**config.mk**
```make
export PLATFORM = sky130hd
export DESIGN_NAME = vec_cmp_mask
export DESIGN_NICKNAME = d
export VERILOG_FILES = /design/src/rtl/vcm_pkg.sv /design/src/rtl/vcm_compare.sv /design/src/rtl/vcm_operand_addr.sv /design/src/rtl/vcm_mask_acc.sv /design/src/rtl/vec_cmp_mask.sv
export SDC_FILE = /design/constraint.sdc
export NUM_CORES = 1
export LEC_CHECK = 0
export ABC_AREA = 0
export BUFFER_PORTS_ARGS = -buffer_cell sky130_fd_sc_hd__buf_4
export CAP_MARGIN = 5
export CORE_ASPECT_RATIO = 1.4
export CORE_UTILIZATION = 55
export CTS_BUF_LIST = sky130_fd_sc_hd__clkbuf_4 sky130_fd_sc_hd__clkbuf_8 sky130_fd_sc_hd__clkbuf_16
export DETAILED_ROUTE_END_ITERATION = 10
export MAX_ROUTING_LAYER = met4
export PLACE_DENSITY = 0.86
export SKIP_LAST_GASP = 1
export SLEW_MARGIN = 20
export SYNTH_ARGS = -nofsm -noshare
export SYNTH_HDL_FRONTEND = slang
export SYNTH_SLANG_ARGS = --single-unit
```
**constraint.sdc**
```tcl
create_clock -name clk -period 4.2 [get_ports clk]
set_clock_uncertainty 0.15 [all_clocks]
set_input_delay 0.21 -clock clk [delete_from_list [all_inputs] [get_ports clk]]
set_output_delay 0.21 -clock clk [all_outputs]
set_load 0.03 [all_outputs]
```
**src/rtl/vcm_pkg.sv**
```systemverilog
package vcm_pkg;

  typedef enum logic [2:0] {
    CMP_EQ  = 3'd0,
    CMP_NE  = 3'd1,
    CMP_LT  = 3'd2,
    CMP_GE  = 3'd3,
    CMP_LTU = 3'd4,
    CMP_GEU = 3'd5
  } cmp_op_e;

  typedef enum logic [1:0] {
    ST_IDLE   = 2'd0,
    ST_RUN    = 2'd1,
    ST_BRANCH = 2'd2
  } vcm_state_e;

endpackage

```
**src/rtl/vcm_compare.sv**
```systemverilog
module vcm_compare #(
  parameter int W = 32
) (
  input  logic [W-1:0] a,
  input  logic [W-1:0] b,
  input  logic [2:0]   op,
  output logic         hit
);
  import vcm_pkg::*;

  always_comb begin
    case (op)
      CMP_EQ:  hit = (a == b);
      CMP_NE:  hit = (a != b);
      CMP_LT:  hit = ($signed(a) <  $signed(b));
      CMP_GE:  hit = ($signed(a) >= $signed(b));
      CMP_LTU: hit = (a <  b);
      CMP_GEU: hit = (a >= b);
      default: hit = 1'b0;
    endcase
  end

endmodule

```
**src/rtl/vcm_operand_addr.sv**
```systemverilog
module vcm_operand_addr #(
  parameter int AW = 5
) (
  input  logic [AW-1:0] base,
  input  logic          is_vec,
  input  logic [AW-1:0] offset,
  output logic [AW-1:0] addr
);
  // register index wraps modulo 2**AW by plain truncating addition
  always_comb begin
    if (is_vec) addr = base + offset;
    else        addr = base;
  end

endmodule

```
**src/rtl/vcm_mask_acc.sv**
```systemverilog
module vcm_mask_acc #(
  parameter int MW = 32,
  localparam int IW = $clog2(MW)
) (
  input  logic          clk,
  input  logic          rst_n,
  input  logic          clr,
  input  logic          set_en,
  input  logic [IW-1:0] pos,
  input  logic          bit_val,
  output logic [MW-1:0] mask
);

  always_ff @(posedge clk or negedge rst_n) begin
    if (!rst_n) begin
      mask <= '0;
    end else if (clr) begin
      mask <= '0;
    end else if (set_en) begin
      mask[pos] <= bit_val;
    end
  end

endmodule

```
**src/rtl/vec_cmp_mask.sv**
```systemverilog
module vec_cmp_mask #(
  parameter int XLEN = 32,
  parameter int AW   = 5,
  localparam int VLW = $clog2(XLEN + 1),
  localparam int IW  = $clog2(XLEN)
) (
  input  logic            clk,
  input  logic            rst_n,
  input  logic            cmd_valid,
  output logic            cmd_ready,
  input  logic [AW-1:0]   cmd_src_a,
  input  logic [AW-1:0]   cmd_src_b,
  input  logic [VLW-1:0]  cmd_len_a,
  input  logic [VLW-1:0]  cmd_len_b,
  input  logic [VLW-1:0]  cmd_vl,
  input  logic [2:0]      cmd_op,
  input  logic [AW-1:0]   cmd_pdst,
  output logic [AW-1:0]   rd_a_addr,
  input  logic [XLEN-1:0] rd_a_data,
  output logic [AW-1:0]   rd_b_addr,
  input  logic [XLEN-1:0] rd_b_data,
  output logic            wr_en,
  output logic [AW-1:0]   wr_addr,
  output logic [XLEN-1:0] wr_data,
  output logic            done,
  output logic            br_valid,
  output logic            br_taken
);
  import vcm_pkg::*;

  localparam logic [VLW-1:0] VL_MAX = VLW'(XLEN);

  vcm_state_e      state_q;
  logic [AW-1:0]   src_a_q, src_b_q, pdst_q;
  logic            vec_a_q, vec_b_q;
  logic [2:0]      op_q;
  logic [VLW-1:0]  vl_q, idx_q;
  logic [AW-1:0]   off_q;
  logic            wr_q, br_q, taken_q;

  logic            accept;
  logic            new_vec_a, new_vec_b;
  logic [VLW-1:0]  new_vl;
  logic            hit;
  logic            last_elem;
  logic            acc_set;

  assign cmd_ready = (state_q == ST_IDLE);
  assign accept    = cmd_valid && cmd_ready;
  assign new_vec_a = (cmd_len_a > VLW'(1));
  assign new_vec_b = (cmd_len_b > VLW'(1));
  assign new_vl    = (cmd_vl > VL_MAX) ? VL_MAX : cmd_vl;
  assign last_elem = (idx_q == vl_q - VLW'(1));
  assign acc_set   = (state_q == ST_RUN);

  // one address generator per read port
  for (genvar p = 0; p < 2; p++) begin : g_port
    logic [AW-1:0] base;
    logic          vec;
    logic [AW-1:0] addr;
    assign base = (p == 0) ? src_a_q : src_b_q;
    assign vec  = (p == 0) ? vec_a_q : vec_b_q;
    vcm_operand_addr #(.AW(AW)) u_addr (
      .base   (base),
      .is_vec (vec),
      .offset (off_q),
      .addr   (addr)
    );
  end
  assign rd_a_addr = g_port[0].addr;
  assign rd_b_addr = g_port[1].addr;

  vcm_compare #(.W(XLEN)) u_cmp (
    .a   (rd_a_data),
    .b   (rd_b_data),
    .op  (op_q),
    .hit (hit)
  );

  vcm_mask_acc #(.MW(XLEN)) u_acc (
    .clk     (clk),
    .rst_n   (rst_n),
    .clr     (accept),
    .set_en  (acc_set),
    .pos     (idx_q[IW-1:0]),
    .bit_val (hit),
    .mask    (wr_data)
  );

  always_ff @(posedge clk or negedge rst_n) begin
    if (!rst_n) begin
      state_q <= ST_IDLE;
      src_a_q <= '0;
      src_b_q <= '0;
      pdst_q  <= '0;
      vec_a_q <= 1'b0;
      vec_b_q <= 1'b0;
      op_q    <= '0;
      vl_q    <= '0;
      idx_q   <= '0;
      off_q   <= '0;
      wr_q    <= 1'b0;
      br_q    <= 1'b0;
      taken_q <= 1'b0;
    end else begin
      wr_q <= 1'b0;
      br_q <= 1'b0;
      case (state_q)
        ST_IDLE: begin
          if (accept) begin
            src_a_q <= cmd_src_a;
            src_b_q <= cmd_src_b;
            pdst_q  <= cmd_pdst;
            vec_a_q <= new_vec_a;
            vec_b_q <= new_vec_b;
            op_q    <= cmd_op;
            vl_q    <= new_vl;
            idx_q   <= '0;
            off_q   <= '0;
            if (!new_vec_a && !new_vec_b) begin
              state_q <= ST_BRANCH;
            end else if (new_vl == '0) begin
              wr_q <= 1'b1;
            end else begin
              state_q <= ST_RUN;
            end
          end
        end
        ST_RUN: begin
          if (last_elem) begin
            state_q <= ST_IDLE;
            wr_q    <= 1'b1;
          end else begin
            idx_q <= idx_q + VLW'(1);
            off_q <= off_q + AW'(1);
          end
        end
        ST_BRANCH: begin
          state_q <= ST_IDLE;
          br_q    <= 1'b1;
          taken_q <= hit;
        end
        default: state_q <= ST_IDLE;
      endcase
    end
  end

  assign wr_en    = wr_q;
  assign done     = wr_q;
  assign wr_addr  = pdst_q;
  assign br_valid = br_q;
  assign br_taken = taken_q;

endmodule

```
# Yosys cells after proc, flatten, opt, wreduce, memory -nomap -nowiden

Index checks and enable logic that the tools add are counted.
W data, S select, Z words.

Bits in registers: 74
Bits of input ports: 103
Output and inout port bits: 52

Add/subtract/negate cells: 5
$lt $le $gt $ge: 9
Equal/unequal tests: 14
Mux-type cells: 26
Reductions and logical operators: 13

Operators with widths:

| cell                  | number |
|---|---|
| $ge A32 B32 Y1        | 2 |
| $lt A32 B32 Y1        | 2 |
| $mux W32              | 2 |
| $bwmux W32            | 1 |
| $eq A32 B32 Y1        | 1 |
| $ne A32 B32 Y1        | 1 |
| $mux W5               | 4 |
| $mux W6               | 3 |
| $gt A6 B1 Y1 const B  | 2 |
| $pmux W6 S2           | 1 |
| $add A5 B5 Y5         | 2 |
| $pmux W5 S2           | 1 |
| $mux W2               | 4 |
| $add A6 B1 Y6 const B | 1 |
| $eq A3 B2 Y1 const B  | 2 |
| $eq A3 B3 Y1 const B  | 2 |
| $eq A6 B6 Y1          | 1 |
| $gt A6 B6 Y1 const B  | 1 |
| $logic_not A6 Y1      | 1 |
| $lt A5 B6 Y1 const B  | 1 |
| $mux W1               | 6 |
| $pmux W1 S6           | 1 |
| $reduce_and A3 Y1     | 2 |
| $sub A6 B1 Y6 const B | 1 |
| other kinds (17)      | 22 |

# Longest topological paths before layout

Gate-level depths: netlist of run 1.

Word-level depth: 7
Gate-level depth with buffers: 10
Mapped depth without buffers: 9

# By module

From an unflattened synthesis of run 1, not the netlist that was laid out.

Cells, all modules: 557
Area, all modules: 5058.6 um2

By module, submodules not included:

| module           | instances | cells each | area each (um2) |
|---|---|---|---|
| vec_cmp_mask     | 1         | 222        | 2030.7 |
| vcm_mask_acc     | 1         | 150        | 1601.5 |
| vcm_compare      | 1         | 123        | 910.9 |
| vcm_operand_addr | 2         | 31         | 257.7 |

# Least setup slack after synthesis of run 1

No wires, ideal clock.

Path type: register -> register
From: register vl_q[0]
To: register idx_q[4]
Data arrival time: 2.147 ns
Required time: 3.918 ns
Setup slack: 1.771 ns
Cell stages (with the launch flop): 11
Path buffers: 1
Period minus slack after synthesis: 2.429 ns
Cells stage by stage: dfrtp_1 -> inv_1 -> ha_1 -> nor2b_1 -> or3_1 -> a31o_2 -> o31a_1 -> clkbuf_1 -> nand4_1 -> xor2_1 -> nor2_1

Cells in the longest elaborated chain, start to end: 4

RTL lines:

| element                     | RTL line            | text |
|---|---|---|
| from (decl)                 | vec_cmp_mask.sv:37  | `logic [VLW-1:0] vl_q, idx_q;` |
| from (signal assigned)      | vec_cmp_mask.sv:117 | `vl_q <= new_vl;` |
| $sub A6 B1 Y6               | vec_cmp_mask.sv:53  | `assign last_elem = (idx_q == vl_q - VLW'(1));` |
| $eq A6 B6 Y1                | vec_cmp_mask.sv:53  |  |
| $ne A2 B2 Y1 (no line)      | -                   |  |
| $reduce_and A3 Y1 (no line) | -                   |  |
| to (signal assigned)        | vec_cmp_mask.sv:134 | `idx_q <= idx_q + VLW'(1);` |
| to (decl)                   | vec_cmp_mask.sv:37  |  |

No other way between the ends.
A chain may end at the register's enable or synchronous reset.

# Final worst setup path of run 1

From: register off_q[0]
To: output port rd_a_addr[4]

Cells in the longest elaborated chain, start to end: 2

RTL lines:

| element                | RTL line               | text |
|---|---|---|
| from (decl)            | vec_cmp_mask.sv:38     | `logic [AW-1:0] off_q;` |
| from (signal assigned) | vec_cmp_mask.sv:135    | `off_q <= off_q + AW'(1);` |
| $add A5 B5 Y5          | vcm_operand_addr.sv:11 | `if (is_vec) addr = base + offset;` |
| $mux W5                | vcm_operand_addr.sv:11 |  |
| to (decl)              | vec_cmp_mask.sv:18     | `output logic [AW-1:0] rd_a_addr,` |

No other way between the ends.

==> results of run 1 <==
## registers in the layout, summed over array words and instances, names as in the netlist
name,flops
wr_addr,5
op_q,3
state_q,2
off_q,5
g_port.base,10
br_taken,1
vl_q,6
g_port.vec,2
idx_q,6
br_valid,1
u_acc.mask,32
done,1
## layer usage
metal,part of all wire [%],up-vias
li1,-,2123
met1,38,2163
met2,56,146
met3,4.7,28
met4,2.1,0
met5,0,-
## worst max-delay path: cells and delay by family, from the launching register on
| family | cells | cell delay (ns) |
|---|---|---|
| buf+inv | 3 | 0.33 |
| fa+ha+maj | 2 | 0.62 |
| flops | 1 | 0.48 |
| simple gates | 1 | 0.08 |
| xor+xnor | 2 | 0.31 |
| compound gates | 2 | 0.19 |
## through the flow
step           util (%)  setup WS (ns)  total power [mW]  hold WS, ns  area, sq um
3_3_place_gp       71.4           1.40              3.40        0.238         5820
4_1_cts            78.5           1.49              4.37       0.0186         6400
6_report           78.6           1.49              4.37       0.0297         6410
5_1_grt            78.6           1.30              4.65       0.0507         6410
2_1_floorplan         -           1.77              2.74       -0.236         4620
3_5_place_dp       71.4           1.26              3.48        0.254         5820
## final cells by class
cell class	count	area, sq um	area share [%]
Antenna cell	1	2.50	0.0391
Clock buffer	9	225	3.52
Inverter	49	184	2.87
Sequential cell	74	1850	28.9
Clock inverter	7	101	1.58
Multi-Input combinational cell	366	2510	39.3
Timing Repair Buffer	178	1400	21.8
Tap cell	102	128	1.99
## synth_stat cells, types with 2 or more instances
library cell	instances	area, sq um
nor3_1	3	15.0
nor2_1	20	75.1
nor2b_1	3	18.8
a21o_1	5	37.5
and3_1	2	12.5
o211ai_1	34	255
fa_1	2	40.0
xor2_1	9	78.8
a211oi_1	2	15.0
and2_1	2	12.5
dfrtp_1	74	1850
nand4b_2	4	60.1
or4_1	2	15.0
o21ai_1	5	25.0
and4_1	2	17.5
nand3_1	4	20.0
mux2_2	6	67.6
nand3b_1	9	67.6
clkbuf_1	17	63.8
xnor2_1	12	105
or3_1	6	37.5
nand4_1	9	56.3
ha_1	46	576
inv_1	49	184
a31oi_1	3	18.8
o21ai_0	45	225
nand2_1	90	338
mux2i_1	3	30.0
a21oi_1	20	100
## kinds of logic (layout without fill, tap and decap cells)
logic type | after synthesis | in the layout | synth area share [%]
adders and majority gates | 48 | 48 | 13.3
xor gates and xnor gates | 21 | 21 | 3.98
muxes | 10 | 10 | 2.41
DFF | 74 | 74 | 40.1
AOI/OAI and AO/OA | 124 | 124 | 16.9
other | 0 | 1 | 0
and+or+nand+nor | 163 | 163 | 17.7
buffers and inverters | 68 | 243 | 5.63
## worst min-delay path by stage
stage | startpoint | endpoint
2_1_floorplan | rst_n | br_taken$_DFFE_PN0P_
3_3_place_gp | rst_n | vl_q[2]$_DFFE_PN0P_
3_5_place_dp | rst_n | vl_q[2]$_DFFE_PN0P_
4_1_cts | cmd_len_b[4] | state_q[1]$_DFFE_PN0P_
5_1_grt | cmd_len_b[4] | state_q[1]$_DFFE_PN0P_
6_report | cmd_len_b[4] | state_q[1]$_DFFE_PN0P_
## report_power, final
part | leakage (nW) | switching (mW) | internal (mW)
Combinational | 2.19 | 1.35 | 0.933
Clock | 0.153 | 0.319 | 0.525
Sequential | 0.965 | 0.279 | 0.967
==> metrics.yaml, run 1 <==
status: "complete, no violations"
worstSetupPathType: "register to output pin"
wl_um: 12700
io_pins: 155
ys_ff_latch: 74
antenna_found_initial: 1
met1_usage_pct: 33.4
tritoncts: "done"
n_fill_cell: 530
layoutNonFillerInstCount: 786
final.min_clock_period_ns: 2.71
numClockSinks: 74
area_growth_pct: 38.7
crit_start: "off_q[0]$_DFFE_PN0P_"
ys_types: 49
layout_common_cells: "153 x buf_4, 89 x nand2_1, 74 x dfrtp_1"
yosysWarnings: 0
syn_nets: 659
cp.required_ns: 3.84
cts_resized: 0
busiest_layer: "met2"
clk_latency_ns: 0.34
gp_congestion: 0.803
wire_per_inst_um: 16.1
cts-root-buf: "clkbuf_16"
end_kind: "output pin"
vdd_drop_max_mv: 0.518
hold_class: "input port to register"
cellLeakagePower_nw: 3.30
setup_tns_ns: 0
hold_path_depth: 4
syn_area_per_cell_sq_um: 9.09
ys_seq_area_share_pct: 40.1
rr_startpoint: "vl_q[0]$_DFFE_PN0P_"
core-area_sq_um: 8150
crit_end: "rd_a_addr[4]"
slowest_delay_ns: 0.48
die_area_sq_um: 8770
grt_remaining_overflow: 0
slew_headroom_pct: 37.1
postSynthCellCount: 508
grt_pass1_wl_um: 21100
met3_usage_pct: 7.19
start_util_pct: 56.7
r2r_cells: 9
crit_arrival_ns: 2.35
grt_max_degree: 75
numPortBuffers: 152
cts.path.max_buffers: 2
synth_edf_count: 0
synth_top_flop_cell: "dfrtp_1"
drive_gt1_share_pct: 27.2
cts_buffers: 9
fp.dieH_um: 110
cts_hold_buf: 25
setup_violations: 0
drc: 0
first_global_vias: 4780
chipWidth_um: 79.5
post_cts_buffers: 0
worst_pin_slew_ns: 0.943
dp.cells: 744
firstDrtPassIters: 4
r2r-end: "off_q[3]$_DFFE_PN0P_"
cp-start-kind: "register"
final_common_cell: "buf_4"
path_max_fanout: 6
num_vias: 4460
num_rows: 39
htree_levels: 3
grt_util_all_layers_pct: 31.7
met2_usage_pct: 56.3
syn_area_sq_um: 4620
r2r_slack_ns: 1.57
final-max-slew-violation-count: 0
dpl.hpwl_um: 8970
ys_async_sr_fraction_pct: 100
max_freq_mhz: 369
grt_setup_unrepaired: "false"
clk_pin_slew_ns: 0.06
cp_cell_sequence: "ha_1 > inv_1 > fa_1 > inv_1 > a21o_1 > a21oi_1 > xnor2_1 > nand2_1 > xnor2_1 > buf_4"
fin_crit_sh_pct: 64.5
worst_path_max_delay_cell: "dfrtp_1"
power_density_nw_per_um2: 682
fin_nets: 829
via_per_inst: 5.67
ant_nets: 0
drtIter0Drc: 278
finalHoldViolations: 0
maxCapViolations: 0
No activity file was read; power rests on OpenSTA's default activity.
==> inputs of run 2 (changes only) <==
--- a/config.mk
+++ b/config.mk
@@ -9,11 +9,11 @@
 export BUFFER_PORTS_ARGS = -buffer_cell sky130_fd_sc_hd__buf_4
 export CAP_MARGIN = 5
 export CORE_ASPECT_RATIO = 1.4
-export CORE_UTILIZATION = 55
+export CORE_UTILIZATION = 51
 export CTS_BUF_LIST = sky130_fd_sc_hd__clkbuf_4 sky130_fd_sc_hd__clkbuf_8 sky130_fd_sc_hd__clkbuf_16
 export DETAILED_ROUTE_END_ITERATION = 10
 export MAX_ROUTING_LAYER = met4
-export PLACE_DENSITY = 0.86
+export PLACE_DENSITY = 0.81
 export SKIP_LAST_GASP = 1
 export SLEW_MARGIN = 20
 export SYNTH_ARGS = -nofsm -noshare
==> constraint.sdc (replaced) <==
create_clock -name clk -period 2.8 [get_ports clk]
set_clock_uncertainty 0.15 [all_clocks]
set_input_delay 0.14 -clock clk [delete_from_list [all_inputs] [get_ports clk]]
set_output_delay 0.14 -clock clk [all_outputs]
set_load 0.03 [all_outputs]
==> run 2 against run 1 <==
Effect of this change: register-to-register slack got worse by 1.3 ns; non-clock buffer count rose by 6; sequential share of layout area fell by 0.15 points; critical path depth fell by 1; setup slack got worse by 1.3 ns; hold slack improved by 0.033 ns; routed wire length fell by 1.3%; global-route usage fell by 2.7 points; cell area rose by 0.53%; via count fell by 1.7%; clock power rose by 42%; cell count rose by 1.0%; highest routed layer unchanged.
==> metrics.yaml, run 2 (synthesis results as in run 1) <==
crit_arrival_ns: 2.68
largest_reg_flops: 32
worstSetupPathType: "input port to register"
grt_pass1_wl_um: 20000
cts-root-buf: "clkbuf_16"
hold_ws_ns: 0.0627
dp.cells: 749
post_cts_buffers: 0
path_max_fanout: 8
cts.path.max_buffers: 2
cp_cell_sequence: "buf_4 > ha_1 > a21oi_1 > o21ai_0 > o311ai_1 > o2111ai_1 > mux2i_2 > nand4b_2 > o21ai_0"
die_area_sq_um: 9450
crit_start: "rd_a_data[23]"
status: "complete, no violations"
cts_buffers: 9
drive_gt1_share_pct: 27.3
fp.dieH_um: 115
fin_crit_sh_pct: 93.0
core-area_sq_um: 8710
drtIter0Drc: 171
first_global_vias: 4477
rr_startpoint: "vl_q[0]$_DFFE_PN0P_"
worst_path_max_delay_cell: "o311ai_1"
fin_nets: 835
layout_common_cells: "155 x buf_4, 89 x nand2_1, 74 x dfrtp_1"
hp-start: "cmd_len_b[2]"
clk_pin_slew_ns: 0.06
grt_max_degree: 75
area_growth_pct: 39.4
grt_setup_unrepaired: "false"
critical_path_buf_inv_count: 1
end_kind: "register"
cellLeakagePower_nw: 3.31
num_rows: 40
htree_levels: 3
slowest_delay_ns: 0.50
top_register: "u_acc.mask"
worst_pin_slew_ns: 0.927
chipWidth_um: 82.4
maxCapViolations: 0
start_util_pct: 53.0
max_freq_mhz: 384
cp_top_family: "compound AO/OA/AOI/OAI gates"
dpl.hpwl_um: 8960
cp.required_ns: 2.88
io_pins: 155
firstDrtPassIters: 4
cts_resized: 0
finalHoldViolations: 0
power_density_nw_per_um2: 1000
final.min_clock_period_ns: 2.60
hold_class: "input port to register"
cp-start-kind: "input port"
layoutNonFillerInstCount: 794
final_common_cell: "buf_4"
power.total_mw: 6.46
wire_per_inst_um: 15.7
tritoncts: "done"
vdd_drop_max_mv: 0.840
drc: 0
slew_headroom_pct: 38.2
crit_top_cell: "o21ai_0"
final-max-slew-violation-count: 0
diodes: 0
num_vias: 4383
grt_remaining_overflow: 0
numClockSinks: 74
numPortBuffers: 152
antenna_found_initial: 0
clk_latency_ns: 0.35
wl_um: 12500
grt_util_all_layers_pct: 29.0
via_per_inst: 5.52
setup_violations: 0
gp_congestion: 0.815
ant_nets: 0
-- run 2: repair_timing --
action	4_1_cts	5_1_grt
setup endpoints to repair	0	0
hold buffers	29	0
hold endpoints to repair	103	0
-- run 2: cell type report --
type | count | area (sq um)
Clock buffer | 9 | 225
Clock inverter | 7 | 83.8
Fill cell | 639 | 2270
Inverter | 49 | 184
Multi-Input combinational cell | 366 | 2510
Sequential cell | 74 | 1850
Tap cell | 105 | 131
Timing Repair Buffer | 184 | 1450
-- run 2: stage by stage --
stage          setup TNS [ns]  area [sq um]  setup WS (ns)  utilization, %
6_report                    0          6440          0.197            74.0
5_1_grt                     0          6440         0.0279            74.0
4_1_cts                     0          6440          0.171            74.0
3_5_place_dp           -0.443          5840        -0.0721            67.1
3_3_place_gp                0          5840         0.0621            67.1
2_1_floorplan               0          4620          0.371               -
-- run 2: where the power goes --
group          internal, mW  switching, mW
Clock                 0.707          0.494
Combinational          1.40           1.99
Sequential             1.45          0.424
-- run 2: path summary, 6_finish.rpt --
check,end,slack [ns],depth (start not counted)
worst min register to register,wr_addr[3]$_DFFE_PN0P_,0.34,2
worst min-delay path,g_port[1].vec$_DFFE_PN0P_,0.06,4
worst max-delay path,u_acc.mask[19]$_DFFE_PN0P_,0.20,9
max in group asynchronous,br_taken$_DFFE_PN0P_,1.57,2
worst max register to register,off_q[3]$_DFFE_PN0P_,0.25,9
min in group asynchronous,vl_q[5]$_DFFE_PN0P_,0.33,2
-- run 2: tightest hold or removal path: stages --
cell	delay [ns]
buf_4	0.07
or4_1	0.10
nor2_1	0.05
o21ai_0	0.15
-- run 2: layer usage --
layer	routed length, um	up-vias	GRT usage (%)
li1	-	2127	-
met1	4810	2086	30.7
met2	6770	141	51.8
met3	609	29	4.46
met4	310	0	12.7
met5	0	-	-
==> inputs of run 3 (changes only) <==
--- a/config.mk
+++ b/config.mk
@@ -7,13 +7,15 @@
 export LEC_CHECK = 0
 export ABC_AREA = 0
 export BUFFER_PORTS_ARGS = -buffer_cell sky130_fd_sc_hd__buf_4
-export CAP_MARGIN = 5
+export CAP_MARGIN = 20
+export CELL_PAD_IN_SITES_DETAIL_PLACEMENT = 0
+export CELL_PAD_IN_SITES_GLOBAL_PLACEMENT = 2
 export CORE_ASPECT_RATIO = 1.4
-export CORE_UTILIZATION = 51
+export CORE_UTILIZATION = 30
 export CTS_BUF_LIST = sky130_fd_sc_hd__clkbuf_4 sky130_fd_sc_hd__clkbuf_8 sky130_fd_sc_hd__clkbuf_16
 export DETAILED_ROUTE_END_ITERATION = 10
 export MAX_ROUTING_LAYER = met4
-export PLACE_DENSITY = 0.81
+export PLACE_DENSITY_LB_ADDON = 0.1
 export SKIP_LAST_GASP = 1
 export SLEW_MARGIN = 20
 export SYNTH_ARGS = -nofsm -noshare
==> run 3 against run 2 <==
Effect of this change: sequential share of layout area fell by 0.63 points; flip-flop and latch count did not move; die area rose by 68%.
==> metrics.yaml, run 3 (synthesis results as in run 1) <==
hold_ws_ns: 0.0148
grt_max_degree: 75
multi_input_area_sq_um: 2510
fin_nets: 841
diodes: 0
cp.required_ns: 2.91
gp_congestion: 0.764
first_global_vias: 4509
path_max_fanout: 11
layout_common_cells: "163 x buf_4, 89 x nand2_1, 73 x dfrtp_1"
grt_pass1_wl_um: 21600
largest_reg_flops: 32
vdd_drop_max_mv: 0.677
critical_path_buf_inv_count: 1
busiest_layer: "met2"
status: "complete, no violations"
drc: 0
worst_path_max_delay_cell: "dfrtp_1"
dp.cells: 844
cp-start-kind: "register"
die_area_sq_um: 15900
start_util_pct: 30.7
worstSetupPathType: "register to register"
n_fill_cell: 1494
htree_levels: 3
wire_per_inst_um: 15.0
grt_setup_unrepaired: "false"
crit_arrival_ns: 2.69
met3_usage_pct: 3.45
dpl.hpwl_um: 9990
numClockSinks: 74
num_rows: 53
power_density_nw_per_um2: 998
finalHoldViolations: 0
via_per_inst: 4.87
cts.path.max_buffers: 2
fin_crit_sh_pct: 91.9
grt_util_all_layers_pct: 18.0
ant_nets: 0
tritoncts: "done"
clk_latency_ns: 0.34
cts-root-buf: "clkbuf_16"
max_freq_mhz: 388
slowest_delay_ns: 0.41
cp_cell_sequence: "inv_1 > ha_1 > and3b_1 > o21ai_0 > a31o_2 > o31a_1 > nand2_1 > or3_1 > a21oi_1"
grt_remaining_overflow: 0
hold_class: "input port to register"
worst_pin_slew_ns: 0.978
layoutNonFillerInstCount: 887
final_common_cell: "buf_4"
chipWidth_um: 107
met2_usage_pct: 32.8
final-max-slew-violation-count: 0
wl_um: 13300
cellLeakagePower_nw: 3.34
num_vias: 4317
cp_top_family: "compound AO/OA/AOI/OAI gates"
io_pins: 155
final.min_clock_period_ns: 2.57
clk_pin_slew_ns: 0.06
area_growth_pct: 42.6
power.total_mw: 6.57
slew_headroom_pct: 34.8
regArea_sq_um: 1850
antenna_found_initial: 0
core-area_sq_um: 15100
firstDrtPassIters: 4
drive_gt1_share_pct: 28.3
post_cts_buffers: 0
cts_buffers: 9
maxCapViolations: 0
drtIter0Drc: 180
numPortBuffers: 152
top_register: "u_acc.mask"
met1_usage_pct: 19.9
fp.dieH_um: 149
end_kind: "register"
setup_violations: 0
## run 3: changes by cell type in the layout (fill, tap and decap cells not counted), sizes merged
cell,change
buf,+8
dlygate4sd3,-2
clkinv,-1
inv,+1
## run 3: layout make-up
cell class | count | area share [%]
Clock buffer | 9 | 3.42
Inverter | 49 | 2.79
Sequential cell | 74 | 28.1
Timing Repair Buffer | 190 | 22.7
Tap cell | 192 | 3.65
Multi-Input combinational cell | 366 | 38.1
Clock inverter | 7 | 1.23
## run 3: worst min-delay path, cell delays in order
cell,delay [ns]
buf_4,0.09
nor2_1,0.04
o21ai_0,0.12
o21ai_1,0.07
## run 3: timing repair
action | CTS | global route
hold buffers | 27 | 0
gates resized for setup | 0 | 1
setup endpoints to repair | 0 | 1
hold endpoints to repair | 102 | 0
## run 3: final timing paths
kind | startpoint | end | slack (ns) | cells after the start
hold / removal | cmd_valid | off_q[1]$_DFFE_PN0P_ | 0.01 | 4
setup reg to reg | vl_q[0]$_DFFE_PN0P_ | off_q[3]$_DFFE_PN0P_ | 0.23 | 9
max in group asynchronous | rst_n | off_q[0]$_DFFE_PN0P_ | 1.48 | 2
min in group asynchronous | rst_n | g_port[1].base[1]$_DFFE_PN0P_ | 0.32 | 2
setup / recovery | vl_q[0]$_DFFE_PN0P_ | off_q[3]$_DFFE_PN0P_ | 0.23 | 9
hold reg to reg | wr_addr[4]$_DFFE_PN0P_ | wr_addr[4]$_DFFE_PN0P_ | 0.34 | 2
## run 3: stage by stage
step	utilization [%]	TNS [ns]	worst slack, ns	cell area [sq um]
3_3_place_gp	39.9	0	0.0308	6010
4_1_cts	43.8	0	0.159	6590
5_1_grt	43.8	0	0.00203	6590
3_5_place_dp	39.9	-0.00504	-0.00504	6010
6_report	43.8	0	0.226	6590
2_1_floorplan	-	0	0.371	4620
## run 3: per-layer routing
metal  routed length (um)  vias to the layer above  part of all wire (%)
met3                  544                       11                   4.1
met1                 5350                     2049                    40
met2                 7270                      113                    55
li1                     -                     2144                     -
met4                  165                        0                   1.2
met5                    0                        -                     0
## run 3: where the power goes
group	switching, mW	total [mW]	internal [mW]
logic	2.04	3.51	1.47
clock network	0.510	1.22	0.706
registers	0.397	1.85	1.45
